===== src/rtl/pwm_edge_pkg.sv =====
package pwm_edge_pkg;

  localparam logic [1:0] SEL_PER = 2'd0;
  localparam logic [1:0] SEL_DUT = 2'd1;
  localparam logic [1:0] SEL_CTL = 2'd2;

  // strobes from control to datapath, all valid for the current clock
  typedef struct packed {
    logic wrPer;    // period write this cycle
    logic wrDut;    // duty write this cycle
    logic direct;   // channel stopped: writes reach active registers
    logic adv;      // running and tick present
    logic nextEn;   // enable after this edge
    logic nextPol;  // polarity after this edge
  } pwmStrb_t;

endpackage


===== src/rtl/pwm_edge_ctrl.sv =====
module pwm_edge_ctrl
  import pwm_edge_pkg::*;
(
  input  logic       clk,
  input  logic       rstN,
  input  logic       wrEn,
  input  logic [1:0] wrSel,
  input  logic [1:0] ctlBits,
  input  logic       tick,
  output pwmStrb_t   strb,
  output logic       enQ,
  output logic       polQ
);

  logic wrCtl;

  always_comb begin
    wrCtl        = wrEn && (wrSel == SEL_CTL);
    strb.wrPer   = wrEn && (wrSel == SEL_PER);
    strb.wrDut   = wrEn && (wrSel == SEL_DUT);
    strb.direct  = !enQ;
    strb.adv     = enQ && tick;
    strb.nextEn  = wrCtl ? ctlBits[0] : enQ;
    strb.nextPol = wrCtl ? ctlBits[1] : polQ;
  end

  always_ff @(posedge clk or negedge rstN) begin
    if (!rstN) begin
      enQ  <= 1'b0;
      polQ <= 1'b0;
    end else begin
      enQ  <= strb.nextEn;
      polQ <= strb.nextPol;
    end
  end

endmodule


===== src/rtl/pwm_edge_dpath.sv =====
module pwm_edge_dpath
  import pwm_edge_pkg::*;
#(
  parameter int CNT_W = 8
) (
  input  logic             clk,
  input  logic             rstN,
  input  pwmStrb_t         strb,
  input  logic [CNT_W-1:0] wrData,
  output logic [CNT_W-1:0] cntQ,
  output logic [CNT_W-1:0] actPerQ,
  output logic [CNT_W-1:0] actDutQ,
  output logic             pwmQ
);

  localparam int NREG = 2;  // slot 0 period, slot 1 duty

  logic [CNT_W-1:0] bufQ  [NREG];
  logic [CNT_W-1:0] actQ  [NREG];
  logic [CNT_W-1:0] actNext [NREG];
  logic [NREG-1:0]  wrSlot;
  logic [CNT_W-1:0] lastCnt;
  logic [CNT_W-1:0] cntNext;
  logic             atEnd;
  logic             phaseNext;

  assign wrSlot  = {strb.wrDut, strb.wrPer};
  assign lastCnt = actQ[0] - CNT_W'(1);
  assign atEnd   = strb.adv && (actQ[0] != '0) && (cntQ == lastCnt);

  for (genvar i = 0; i < NREG; i++) begin : g_slot
    always_comb begin
      actNext[i] = actQ[i];
      if (atEnd)
        actNext[i] = bufQ[i];
      else if (strb.direct && wrSlot[i])
        actNext[i] = wrData;
    end

    always_ff @(posedge clk or negedge rstN) begin
      if (!rstN) begin
        bufQ[i] <= '0;
        actQ[i] <= '0;
      end else begin
        if (wrSlot[i]) bufQ[i] <= wrData;
        actQ[i] <= actNext[i];
      end
    end
  end

  always_comb begin
    cntNext = cntQ;
    if (strb.adv && (actQ[0] != '0))
      cntNext = atEnd ? '0 : cntQ + CNT_W'(1);
    if (!strb.nextEn)
      cntNext = '0;
    phaseNext = strb.nextEn && (actNext[0] != '0) && (cntNext >= actNext[1]);
  end

  always_ff @(posedge clk or negedge rstN) begin
    if (!rstN) begin
      cntQ <= '0;
      pwmQ <= 1'b0;
    end else begin
      cntQ <= cntNext;
      pwmQ <= strb.nextPol ^ phaseNext;
    end
  end

  assign actPerQ = actQ[0];
  assign actDutQ = actQ[1];

endmodule


===== src/rtl/pwm_edge_channel.sv =====
module pwm_edge_channel
  import pwm_edge_pkg::*;
#(
  parameter int CNT_W = 8
) (
  input  logic             clk,
  input  logic             rstN,
  input  logic             wrEn,
  input  logic [1:0]       wrSel,
  input  logic [CNT_W-1:0] wrData,
  input  logic             tick,
  output logic             pwmOut
);

  pwmStrb_t         strb;
  logic             enQ;
  logic             polQ;
  logic [CNT_W-1:0] cntQ;
  logic [CNT_W-1:0] actPerQ;
  logic [CNT_W-1:0] actDutQ;

  pwm_edge_ctrl ctrl_i (
    .clk     (clk),
    .rstN    (rstN),
    .wrEn    (wrEn),
    .wrSel   (wrSel),
    .ctlBits (wrData[1:0]),
    .tick    (tick),
    .strb    (strb),
    .enQ     (enQ),
    .polQ    (polQ)
  );

  pwm_edge_dpath #(.CNT_W(CNT_W)) dpath_i (
    .clk     (clk),
    .rstN    (rstN),
    .strb    (strb),
    .wrData  (wrData),
    .cntQ    (cntQ),
    .actPerQ (actPerQ),
    .actDutQ (actDutQ),
    .pwmQ    (pwmOut)
  );

endmodule


===== config.mk =====
export PLATFORM = sky130hd
export DESIGN_NAME = pwm_edge_channel
export DESIGN_NICKNAME = d
export VERILOG_FILES = /design/src/rtl/pwm_edge_pkg.sv /design/src/rtl/pwm_edge_ctrl.sv /design/src/rtl/pwm_edge_dpath.sv /design/src/rtl/pwm_edge_channel.sv
export SDC_FILE = /design/constraint.sdc
export NUM_CORES = 1
export LEC_CHECK = 0
export ABC_AREA = 1
export ABC_CLOCK_PERIOD_IN_PS = 4100
export BUFFER_PORTS_ARGS = -buffer_cell sky130_fd_sc_hd__buf_2
export CAP_MARGIN = 30
export CORE_AREA = 2 2 70 72
export DETAILED_ROUTE_END_ITERATION = 10
export DIE_AREA = 0 0 72 74
export HOLD_SLACK_MARGIN = 0.15
export PLACE_DENSITY = 0.73
export SLEW_MARGIN = 10
export SYNTH_ARGS = -nofsm -noshare
export SYNTH_HDL_FRONTEND = slang
export SYNTH_HIERARCHICAL = 1
export SYNTH_SLANG_ARGS = --single-unit

===== constraint.sdc =====
create_clock -name clk -period 4.1 [get_ports clk]
set_input_delay 0.41 -clock clk [delete_from_list [all_inputs] [get_ports clk]]
set_output_delay 0.41 -clock clk [all_outputs]
set_load 0.01 [all_outputs]

==> results of run 1 <==
## what timing repair did
| item | 4_1_cts | 5_1_grt |
|---|---|---|
| endpoints found under the hold margin | 0 | 13 |
| hold buffers | 0 | 1 |
| resized for setup | 0 | 0 |
## registers in the layout (all words and copies together), names as in the netlist
| name | count |
|---|---|
| dpath_i/bufQ | 16 |
| dpath_i/pwmQ | 1 |
| ctrl_i/enQ | 1 |
| dpath_i/cntQ | 8 |
| dpath_i/actPerQ | 8 |
| ctrl_i/polQ | 1 |
| dpath_i/actDutQ | 8 |
## logic make-up (layout without fill, tap and decap cells)
family | count (synthesis) | after routing
DFF | 43 | 43
muxes | 1 | 1
xor gates and xnor gates | 3 | 3
buffers and inverters | 63 | 82
and+or+nand+nor | 189 | 189
adders and majority gates | 11 | 11
AOI/OAI and AO/OA | 50 | 50
## how the worst max path moves through the flow
| stage | start | endpoint | slack, ns | cells after the start |
|---|---|---|---|---|
| after global routing | dpath_i/actPerQ[0] | dpath_i/pwmQ | 0.69 | 24 |
| after floorplan | dpath_i/actPerQ[0] | dpath_i/pwmQ | 1.36 | 23 |
| after CTS | dpath_i/actPerQ[0] | dpath_i/pwmQ | 0.99 | 24 |
| final | dpath_i/actPerQ[0] | dpath_i/pwmQ | 0.98 | 24 |
| after global placement | dpath_i/actPerQ[0] | dpath_i/pwmQ | 1.13 | 22 |
| after detailed placement | dpath_i/actPerQ[0] | dpath_i/pwmQ | 1.01 | 24 |
## layer usage
layer | vias up | wire length, µm | global-route usage
met3 | 4 | 143 | 0.0325
met2 | 33 | 2680 | 0.397
met1 | 995 | 2840 | 0.326
met5 | - | 0 | 0
met4 | 0 | 68 | 0.0881
li1 | 1170 | - | -
## Yosys cell counts
cell type,n
nand2_4,1
dlymetal6s2s_1,1
nand2_2,4
inv_2,3
xnor2_1,2
o22ai_1,1
nor2_1,31
buf_2,1
a21oi_1,24
nor3_1,6
nand3_4,1
nand4_1,5
nor2_2,4
nand2_1,109
inv_1,52
ha_1,11
nor2_4,4
xor2_1,1
nand3_1,19
nand3_2,2
mux2_2,1
inv_4,1
clkbuf_1,3
buf_6,1
o2111ai_1,1
buf_1,1
nor3b_1,2
o21ai_0,19
nor2_8,1
o211ai_1,1
o21ai_1,4
dfrtp_1,43
## through the flow
stage | std cells | hold WS, ns | total power [W]
floorplan | 360 | 0.114 | 0.000841
global placement | 423 | 0.497 | 0.000927
detailed placement | 423 | 0.501 | 0.000939
CTS | 431 | 0.279 | 0.00132
global route | 433 | 0.442 | 0.00142
finish | 433 | 0.440 | 0.00132
## where the power goes
group          switching (W)  internal (W)  total (W)
clock               0.000138      0.000243   0.000381
sequential         0.0000545      0.000495   0.000549
combinational       0.000251      0.000138   0.000389
## worst max-delay path: stages, from the launching register on
cell	delay, ns
dfrtp_1	0.40
inv_1	0.16
ha_1	0.22
inv_1	0.07
nand2_1	0.09
nand2_1	0.07
nand2_1	0.06
nand2_1	0.04
nand3_1	0.11
nor2_4	0.05
nand3_4	0.19
inv_4	0.10
nor2_4	0.11
inv_2	0.06
nor3b_1	0.30
ha_1	0.32
a21oi_1	0.15
o21ai_0	0.10
nand2_1	0.06
o2111ai_1	0.09
nand2_1	0.07
inv_1	0.05
o21ai_1	0.07
nand2_1	0.06
nand2_1	0.05
## final cells by class
class	instances	area share
sequential	43	0.371
tap	54	0.0233
inverter	56	0.0734
clock inverter	2	0.0207
clock buffer	6	0.0250
multi-input combinational	254	0.446
timing repair buffer	18	0.0397
==> impl_metrics.csv, run 1 <==
group,metric,value,unit
worst_hold_path,min_to,"dpath_i/bufQ[7]",
logic_synthesis,ys_warn_count,6,
logic_synthesis,synth_seq_cells,43,
finish,stdcell_area,2900,µm²
logic_synthesis,synthMuxAreaShare,0.00429,
finish,area_growth,10.3,%
global_route,track_usage,0.240,
run,maxCapViolCount,0,
critical_path,r2r_setup_slack,0.98,ns
clock_network,cts_root_buf,"clkbuf_8",
finish,multi_input_area,1290,µm²
floorplan,core_area,4600,µm²
place,post-place-ws,1.01,ns
logic_synthesis,seq_area_frac_synth,0.410,
critical_path,critPathKind,"reg -> reg",
detailed_routing,ant_nets,0,
finish,final_common_cell,"nand2_1",
clock_network,cts.reportedPaths.clkPinSlew,0.08,ns
floorplan,die_area,5330,µm²
clock_network,cts.sinks,43,
critical_path,cp_max_fo,18,
power,power_density,455,nW/µm²
logic_synthesis,synth-adder-area-share,0.0524,
logic_synthesis,syn_inst,360,
critical_path,r2r-end,"dpath_i/pwmQ",
power,peakVddDrop,0.000319,V
detailed_routing,drcViolationCount,0,
finish,drive_gt1_frac,0.121,
sta,period_share,0.761,
logic_synthesis,synth.net_count,385,
clock_network,cts_buffers,5,
floorplan,die_h,74,µm
worst_hold_path,hp-class,"in -> reg",
sta,final.min_clock_period,3.12,ns
logic_synthesis,synth_xor_area_frac,0.0100,
critical_path,r2r_cells,24,
finish,seqCellArea,1080,µm²
floorplan,fp-row-count,25,
critical_path,critPathArrivalTime,3.36,ns
logic_synthesis,synthTopCellsByArea,"dfrtp_1 41%, nand2_1 16%, inv_1 7.4%",
floorplan,start_util,0.571,
sta,skew,0.00925,ns
detailed_routing,drtIter0Drc,126,
detailed_routing,wl,5.73,mm
place,dp_hpwl,4.43,mm
logic_synthesis,synth.distinct_cells,32,
worst_hold_path,min_from,"wrData[7]",
place,port_buffers,14,
finish,final_cell_mix,"109 x nand2_1, 52 x inv_1, 43 x dfrtp_1",
sta,tns,0,ns
logic_synthesis,syn_area_per_cell,7.30,µm²
detailed_routing,vias,2202,
finish,fin_util,0.630,
clock_network,ctsLongestPathBuffers,2,
sta,worst_slack,0.980,ns
place,place_congestion,0.807,
sta,setup_viol,0,
run_status,outcome,"completed",
clock_network,htree_levels,2,
detailed_routing,avgViaCountPerCell,5.09,
critical_path,regToRegStartpoint,"dpath_i/actPerQ[0]",
finish,num_antenna_cells,0,
logic_synthesis,syn_area,2630,µm²
global_route,antenna_found_initial,0,
global_route,grt_pass1_vias,2089,
sta,fmax,0.321,GHz
place,dpl_cell_area,2740,µm²
logic_synthesis,synth_top_family_by_area,"simple AND/OR/NAND/NOR gates",
logic_synthesis,synth_compound_area_frac,0.0981,
sta,slew_headroom,0.713,
logic_synthesis,yosys.area.top_type_share,0.410,
critical_path,cp.required,4.34,ns
finish,fillers,411,
clock_network,cts_tree,"built",
detailed_routing,dr.pass1.iters,5,
floorplan,die_x,72,µm
critical_path,startpoint_type,"flip-flop",
clock_network,clk-insertion-delay-late,0.29,ns
sta,finalHoldViolCount,0,
sta,rsz0062_at_grt,"no",
global_route,grt_max_degree,44,
power,leakagePower,1.52,nW
logic_synthesis,synth_simple_gate_area_share,0.328,
logic_synthesis,synth_area_leader_cell,"dfrtp_1",
finish,nets,403,
critical_path,end_kind,"flip-flop",
floorplan,num_io_pins,15,
global_route,grt-ovfl-total,0,
clock_network,cts_setup_buffers,0,
detailed_routing,routedWlPerCell,13.2,µm
sta,final_max_slew_viol_count,0,
global_route,grt_pass1_wl,9.63,mm
worst_hold_path,hold_depth,3,
sta,worstMarginPinSlew,0.429,ns
(Power assumes the default switching activity.)
==> inputs of run 2 (changes only) <==
--- a/config.mk
+++ b/config.mk
@@ -6,7 +6,7 @@
 export NUM_CORES = 1
 export LEC_CHECK = 0
 export ABC_AREA = 1
-export ABC_CLOCK_PERIOD_IN_PS = 4100
+export ABC_CLOCK_PERIOD_IN_PS = 3000
 export BUFFER_PORTS_ARGS = -buffer_cell sky130_fd_sc_hd__buf_2
 export CAP_MARGIN = 30
 export CORE_AREA = 2 2 70 72
==> constraint.sdc (replaced) <==
create_clock -name clk -period 3 [get_ports clk]
set_input_delay 0.3 -clock clk [delete_from_list [all_inputs] [get_ports clk]]
set_output_delay 0.3 -clock clk [all_outputs]
set_load 0.01 [all_outputs]
==> impl_metrics.csv, run 2 (synthesis results as in run 1) <==
group,metric,value,unit
detailed_routing,wl,6.52,mm
sta,rsz0062_at_grt,"yes",
sta,tns,0,ns
sta,final_max_slew_viol_count,0,
sta,slew_headroom,0.710,
sta,period_share,0.945,
sta,worstMarginPinSlew,0.434,ns
critical_path,worst_path_max_delay_cell,"dfrtp_1",
global_route,antenna_found_initial,0,
finish,final_common_cell,"nand2_1",
critical_path,critPathArrivalTime,3.06,ns
finish,largest_register,"dpath_i/bufQ",
detailed_routing,ant_nets,0,
sta,skew,0.00975,ns
place,port_buffers,14,
place,place_congestion,0.898,
clock_network,cts.sinks,43,
floorplan,die_area,5330,µm²
floorplan,die_x,72,µm
critical_path,cp_max_fo,5,
sta,fmax,0.353,GHz
critical_path,r2r_cells,24,
detailed_routing,routedWlPerCell,14.6,µm
sta,final.min_clock_period,2.83,ns
floorplan,core_area,4600,µm²
global_route,grt-ovfl-total,0,
place,dp_hpwl,4.49,mm
critical_path,r2r_setup_slack,0.17,ns
finish,num_antenna_cells,0,
finish,drive_gt1_frac,0.234,
worst_hold_path,min_to,"dpath_i/bufQ[7]",
worst_hold_path,min_from,"wrData[7]",
global_route,track_usage,0.247,
finish,fillers,383,
clock_network,clk-insertion-delay-late,0.29,ns
clock_network,htree_levels,2,
sta,finalHoldViolCount,0,
power,peakVddDrop,0.000459,V
critical_path,path_buf_inv,5,
detailed_routing,avgViaCountPerCell,5.33,
critical_path,startpoint_type,"flip-flop",
critical_path,worstPathCellList,"inv_2 -> ha_4 -> inv_1 -> nand2_1 -> nand2_2 -> nand2_1 -> nand2_1 -> nand3_2 -> nor2_4 -> nand3_4 -> inv_8 -> nor2_4 -> inv_4 -> nor3b_4 -> ha_1 -> a21oi_2 -> o21ai_1 -> nand2_1 -> o2111ai_1 -> nand2_1 -> inv_2 -> o21ai_1 -> nand2_1 -> nand2_1",
global_route,grt_pass1_vias,2163,
floorplan,num_io_pins,15,
power,power_density,558,nW/µm²
critical_path,path_delay_family,"simple AND/OR/NAND/NOR gates",
clock_network,cts_root_buf,"clkbuf_8",
worst_hold_path,hold_depth,3,
detailed_routing,drcViolationCount,0,
critical_path,cp.required,3.23,ns
critical_path,r2r-end,"dpath_i/pwmQ",
clock_network,ctsLongestPathBuffers,2,
floorplan,die_h,74,µm
critical_path,max_stage_delay,0.40,ns
power,leakagePower,1.62,nW
detailed_routing,dr.pass1.iters,4,
finish,final_cell_mix,"101 x nand2_1, 48 x inv_1, 40 x dfrtp_1",
critical_path,end_kind,"flip-flop",
global_route,grt_pass1_wl,10.1,mm
detailed_routing,drtIter0Drc,114,
finish,nets,418,
finish,area_growth,18.7,%
sta,setup_viol,0,
critical_path,critPathKind,"reg -> reg",
finish,largest_reg_flops,16,
floorplan,start_util,0.571,
sta,whs,0.324,ns
clock_network,cts_tree,"built",
worst_hold_path,hp-class,"in -> reg",
run,maxCapViolCount,0,
floorplan,fp-row-count,25,
critical_path,crit_top_cell,"nand2_1",
clock_network,cts_buffers,5,
run_status,outcome,"completed",
clock_network,cts.reportedPaths.clkPinSlew,0.07,ns
critical_path,regToRegStartpoint,"dpath_i/actPerQ[0]",
global_route,grt_max_degree,44,
detailed_routing,vias,2384,
run 2: repair_timing:
action                     4_1_cts  5_1_grt
buffers inserted                 0       11
gates resized for setup          0       47
hold endpoints to repair         0       12
hold buffers                     0        1
setup endpoints to repair        0        1
run 2: worst min-delay path: stages:
cell and delay, ns:
buf_2 0.14, nand2_1 0.06, o21ai_0 0.07
run 2: cell type report:
type / instances / area, µm² / share of cell area
Multi-Input combinational cell: 254 / 1440 / 0.460
Sequential cell: 43 / 1080 / 0.346
Timing Repair Buffer: 32 / 221 / 0.0710
Inverter: 56 / 220 / 0.0706
Clock buffer: 6 / 82.6 / 0.0265
Tap cell: 54 / 67.6 / 0.0217
Timing Repair inverter: 1 / 6.26 / 0.00201
Clock inverter: 1 / 5.00 / 0.00161
run 2: power breakdown:
group | internal, W | leakage (nW) | switching [W] | total, W
Combinational | 0.000227 | 1.05 | 0.000390 | 0.000617
Clock | 0.000181 | 0.0470 | 0.000188 | 0.000369
Sequential | 0.000679 | 0.520 | 0.0000768 | 0.000755
Total | 0.00109 | 1.62 | 0.000655 | 0.00174
run 2: worst max path at each step:
stage                        from            to  slack [ns]  cells after the start
3_5_place_dp   dpath_i/actPerQ[0]  dpath_i/pwmQ        0.03                     24
5_1_grt        dpath_i/actPerQ[0]  dpath_i/pwmQ       -0.11                     24
4_1_cts        dpath_i/actPerQ[0]  dpath_i/pwmQ        0.01                     24
2_1_floorplan  dpath_i/actPerQ[0]  dpath_i/pwmQ        0.26                     23
6_report       dpath_i/actPerQ[0]  dpath_i/pwmQ        0.17                     24
3_3_place_gp   dpath_i/actPerQ[0]  dpath_i/pwmQ         0.1                     21
run 2: per-layer routing:
metal / global-route usage / vias up / part of all wire
met1: 0.347 / 1105 / 0.45
li1: - / 1206 / -
met4: 0.0608 / 0 / 0.012
met3: 0.0420 / 10 / 0.041
met5: 0 / - / 0
met2: 0.405 / 63 / 0.50
run 2: stage by stage:
step / cells / setup slack, ns / power, W / cell area [µm²] / util
detailed placement: 425 / 0.0268 / 0.00128 / 2750 / 0.598
finish: 447 / 0.166 / 0.00174 / 3120 / 0.678
floorplan: 360 / 0.260 / 0.00115 / 2630 / -
CTS: 432 / 0.0132 / 0.00166 / 2840 / 0.617
global placement: 425 / 0.0962 / 0.00126 / 2750 / 0.598
global route: 447 / -0.108 / 0.00187 / 3120 / 0.678
==> inputs of run 3 (changes only) <==
--- a/config.mk
+++ b/config.mk
@@ -10,6 +10,7 @@
 export BUFFER_PORTS_ARGS = -buffer_cell sky130_fd_sc_hd__buf_2
 export CAP_MARGIN = 30
 export CORE_AREA = 2 2 70 72
+export CTS_CLUSTER_SIZE = 25
 export DETAILED_ROUTE_END_ITERATION = 10
 export DIE_AREA = 0 0 72 74
 export HOLD_SLACK_MARGIN = 0.15
==> constraint.sdc (replaced) <==
create_clock -name clk -period 3 [get_ports clk]
set_input_delay 0.6 -clock clk [delete_from_list [all_inputs] [get_ports clk]]
set_output_delay 0.6 -clock clk [all_outputs]
set_load 0.01 [all_outputs]
==> impl_metrics.csv, run 3 (synthesis results as in run 1) <==
group,metric,value,unit
run_status,outcome,"finished with violations",
run_status,violations,"setup timing",
critical_path,worst_path_max_delay_cell,"dfrtp_2",
critical_path,cp.required,3.18,ns
sta,worstMarginPinSlew,0.471,ns
floorplan,die_x,72,µm
detailed_routing,ant_nets,0,
floorplan,num_io_pins,15,
critical_path,regToRegStartpoint,"dpath_i/actPerQ[2]",
critical_path,max_stage_delay,0.47,ns
clock_network,cts.sinks,43,
place,place_congestion,0.901,
sta,finalHoldViolCount,0,
finish,nets,423,
global_route,grt_max_degree,44,
global_route,grt_pass1_wl,10.3,mm
sta,slew_headroom,0.685,
detailed_routing,routedWlPerCell,15.3,µm
critical_path,cp_max_fo,8,
power,leakagePower,1.65,nW
clock_network,cts_root_buf,"clkbuf_8",
detailed_routing,wl,6.94,mm
clock_network,htree_levels,2,
finish,final_cell_mix,"99 x nand2_1, 47 x inv_1, 41 x dfrtp_1",
detailed_routing,drcViolationCount,0,
clock_network,cts.reportedPaths.clkPinSlew,0.08,ns
critical_path,crit_top_cell,"nor2_4",
detailed_routing,wl_met2,3.47,mm
critical_path,path_buf_inv,5,
sta,fmax,0.332,GHz
finish,final_common_cell,"nand2_1",
detailed_routing,dr.max_layer_used,"met4",
finish,stdcell_area,3310,µm²
critical_path,startpoint_type,"flip-flop",
floorplan,die_h,74,µm
detailed_routing,dr.pass1.iters,6,
power,peakVddDrop,0.000422,V
sta,final_max_slew_viol_count,0,
floorplan,die_area,5330,µm²
global_route,antenna_found_initial,0,
finish,drive_gt1_frac,0.281,
worst_hold_path,hp-class,"in -> async",
sta,setup_viol,1,
run,maxCapViolCount,0,
critical_path,worstPathCellList,"nor2_2 -> nand2_2 -> nor2_4 -> nor2_4 -> buf_6 -> nand2_4 -> nor2_8 -> nand3_4 -> inv_6 -> nor2_4 -> inv_4 -> buf_6 -> nor3_4 -> ha_4 -> nand2_4 -> nor2_4 -> nand4_1 -> o2111ai_2 -> nand2_1 -> inv_2 -> o21ai_2 -> nand2_1 -> nand2_1",
global_route,grt-ovfl-total,0,
finish,num_antenna_cells,0,
detailed_routing,avgViaCountPerCell,5.48,
critical_path,critPathLaunch,"dpath_i/actPerQ[2]",
finish,instances_no_fill,453,
sta,worst_slack,-0.00841,ns
power,power_density,607,nW/µm²
global_route,track_usage,0.253,
finish,largest_register,"dpath_i/bufQ",
floorplan,fp-row-count,25,
global_route,grt_pass1_vias,2239,
place,dp_cells,431,
clock_network,cts_tree,"built",
detailed_routing,vias,2482,
place,dp_hpwl,4.59,mm
sta,period_share,1.00,
floorplan,core_area,4600,µm²
place,port_buffers,14,
critical_path,critPathArrivalTime,3.19,ns
clock_network,clk-insertion-delay-late,0.29,ns
detailed_routing,route.met3.wl,323,µm
finish,largest_reg_flops,16,
floorplan,start_util,0.571,
sta,final.min_clock_period,3.01,ns
power,total_power,0.00201,W
sta,rsz0062_at_grt,"yes",
detailed_routing,wl_met1,2.98,mm
place,dpl_cell_area,2800,µm²
sta,skew,0.00593,ns
detailed_routing,drtIter0Drc,214,
finish,area_growth,26.1,%
critical_path,end_kind,"flip-flop",
clock_network,cts_buffers,5,
critical_path,path_delay_family,"simple AND/OR/NAND/NOR gates",
critical_path,critPathKind,"reg -> reg",
clock_network,ctsLongestPathBuffers,2,
-- run 3: changes by cell type in the layout (fill, tap and decap cells not counted), moves of 4 or more --
| cell | previous run | this run |
|---|---|---|
| buf_4 | 14 | 20 |
| ha_1 | 9 | 5 |
| ha_4 | 2 | 6 |
| o21ai_1 | 8 | 3 |
| o21ai_2 | 0 | 4 |
-- run 3: power by group --
part / switching [W] / total, W / internal [W]
clock: 0.000195 / 0.000527 / 0.000332
sequential: 0.0000754 / 0.000753 / 0.000678
combinational: 0.000442 / 0.000730 / 0.000288
total: 0.000712 / 0.00201 / 0.00130
-- run 3: timing repair --
| action | CTS | global route |
|---|---|---|
| endpoints found under the setup margin | 0 | 1 |
| hold buffers | 0 | 0 |
| buffers inserted | 0 | 13 |
| gates resized for setup | 0 | 64 |
-- run 3: worst paths after layout --
| path | slack, ns | to | depth (start not counted) |
|---|---|---|---|
| min reg2reg | 0.52 | ctrl_i/polQ | 2 |
| min | 0.20 | dpath_i/bufQ[3] | 1 |
| min in group clk | 0.52 | ctrl_i/polQ | 2 |
| max | -0.008 | dpath_i/pwmQ | 23 |
| max in group asynchronous | 2.32 | dpath_i/actPerQ[4] | 2 |
| max reg2reg | -0.008 | dpath_i/pwmQ | 23 |
-- run 3: final cells by class --
| type | instances | area [µm²] |
|---|---|---|
| clock buffers | 5 | 68.8 |
| clock inverters | 3 | 67.6 |
| fillers | 334 | 1290 |
| inverters | 56 | 218 |
| multi-input cells | 254 | 1530 |
| flip-flops and latches | 43 | 1080 |
| well taps | 54 | 67.6 |
| repair buffers | 38 | 278 |
-- run 3: worst register-to-register path, cell delays in order (launching register included) --
cell and delay, ns:
dfrtp_2 0.47, nor2_2 0.16, nand2_2 0.10, nor2_4 0.16, nor2_4 0.07, buf_6 0.12
nand2_4 0.08, nor2_8 0.04, nand3_4 0.10, inv_6 0.06, nor2_4 0.14, inv_4 0.07
buf_6 0.12, nor3_4 0.27, ha_4 0.20, nand2_4 0.05, nor2_4 0.10, nand4_1 0.13
o2111ai_2 0.10, nand2_1 0.10, inv_2 0.07, o21ai_2 0.05, nand2_1 0.06, nand2_1 0.05
-- run 3: metal layers --
| layer | global-route usage | vias up |
|---|---|---|
| li1 | - | 1224 |
| met2 | 0.403 | 87 |
| met5 | 0 | - |
| met1 | 0.358 | 1155 |
| met3 | 0.0339 | 16 |
| met4 | 0.0964 | 0 |
-- run 3: per-stage QoR --
| stage | setup TNS [ns] | utilization | setup WS [ns] | hold slack (ns) |
|---|---|---|---|---|
| finish | -0.00841 | 0.720 | -0.00841 | 0.201 |
| global route | -0.138 | 0.720 | -0.138 | 0.218 |
| CTS | 0 | 0.638 | 0.0522 | 0.457 |
| detailed placement | 0 | 0.608 | 0.00964 | 0.486 |
| global placement | 0 | 0.608 | 0.0538 | 0.487 |
| floorplan | 0 | - | 0.260 | 0.304 |
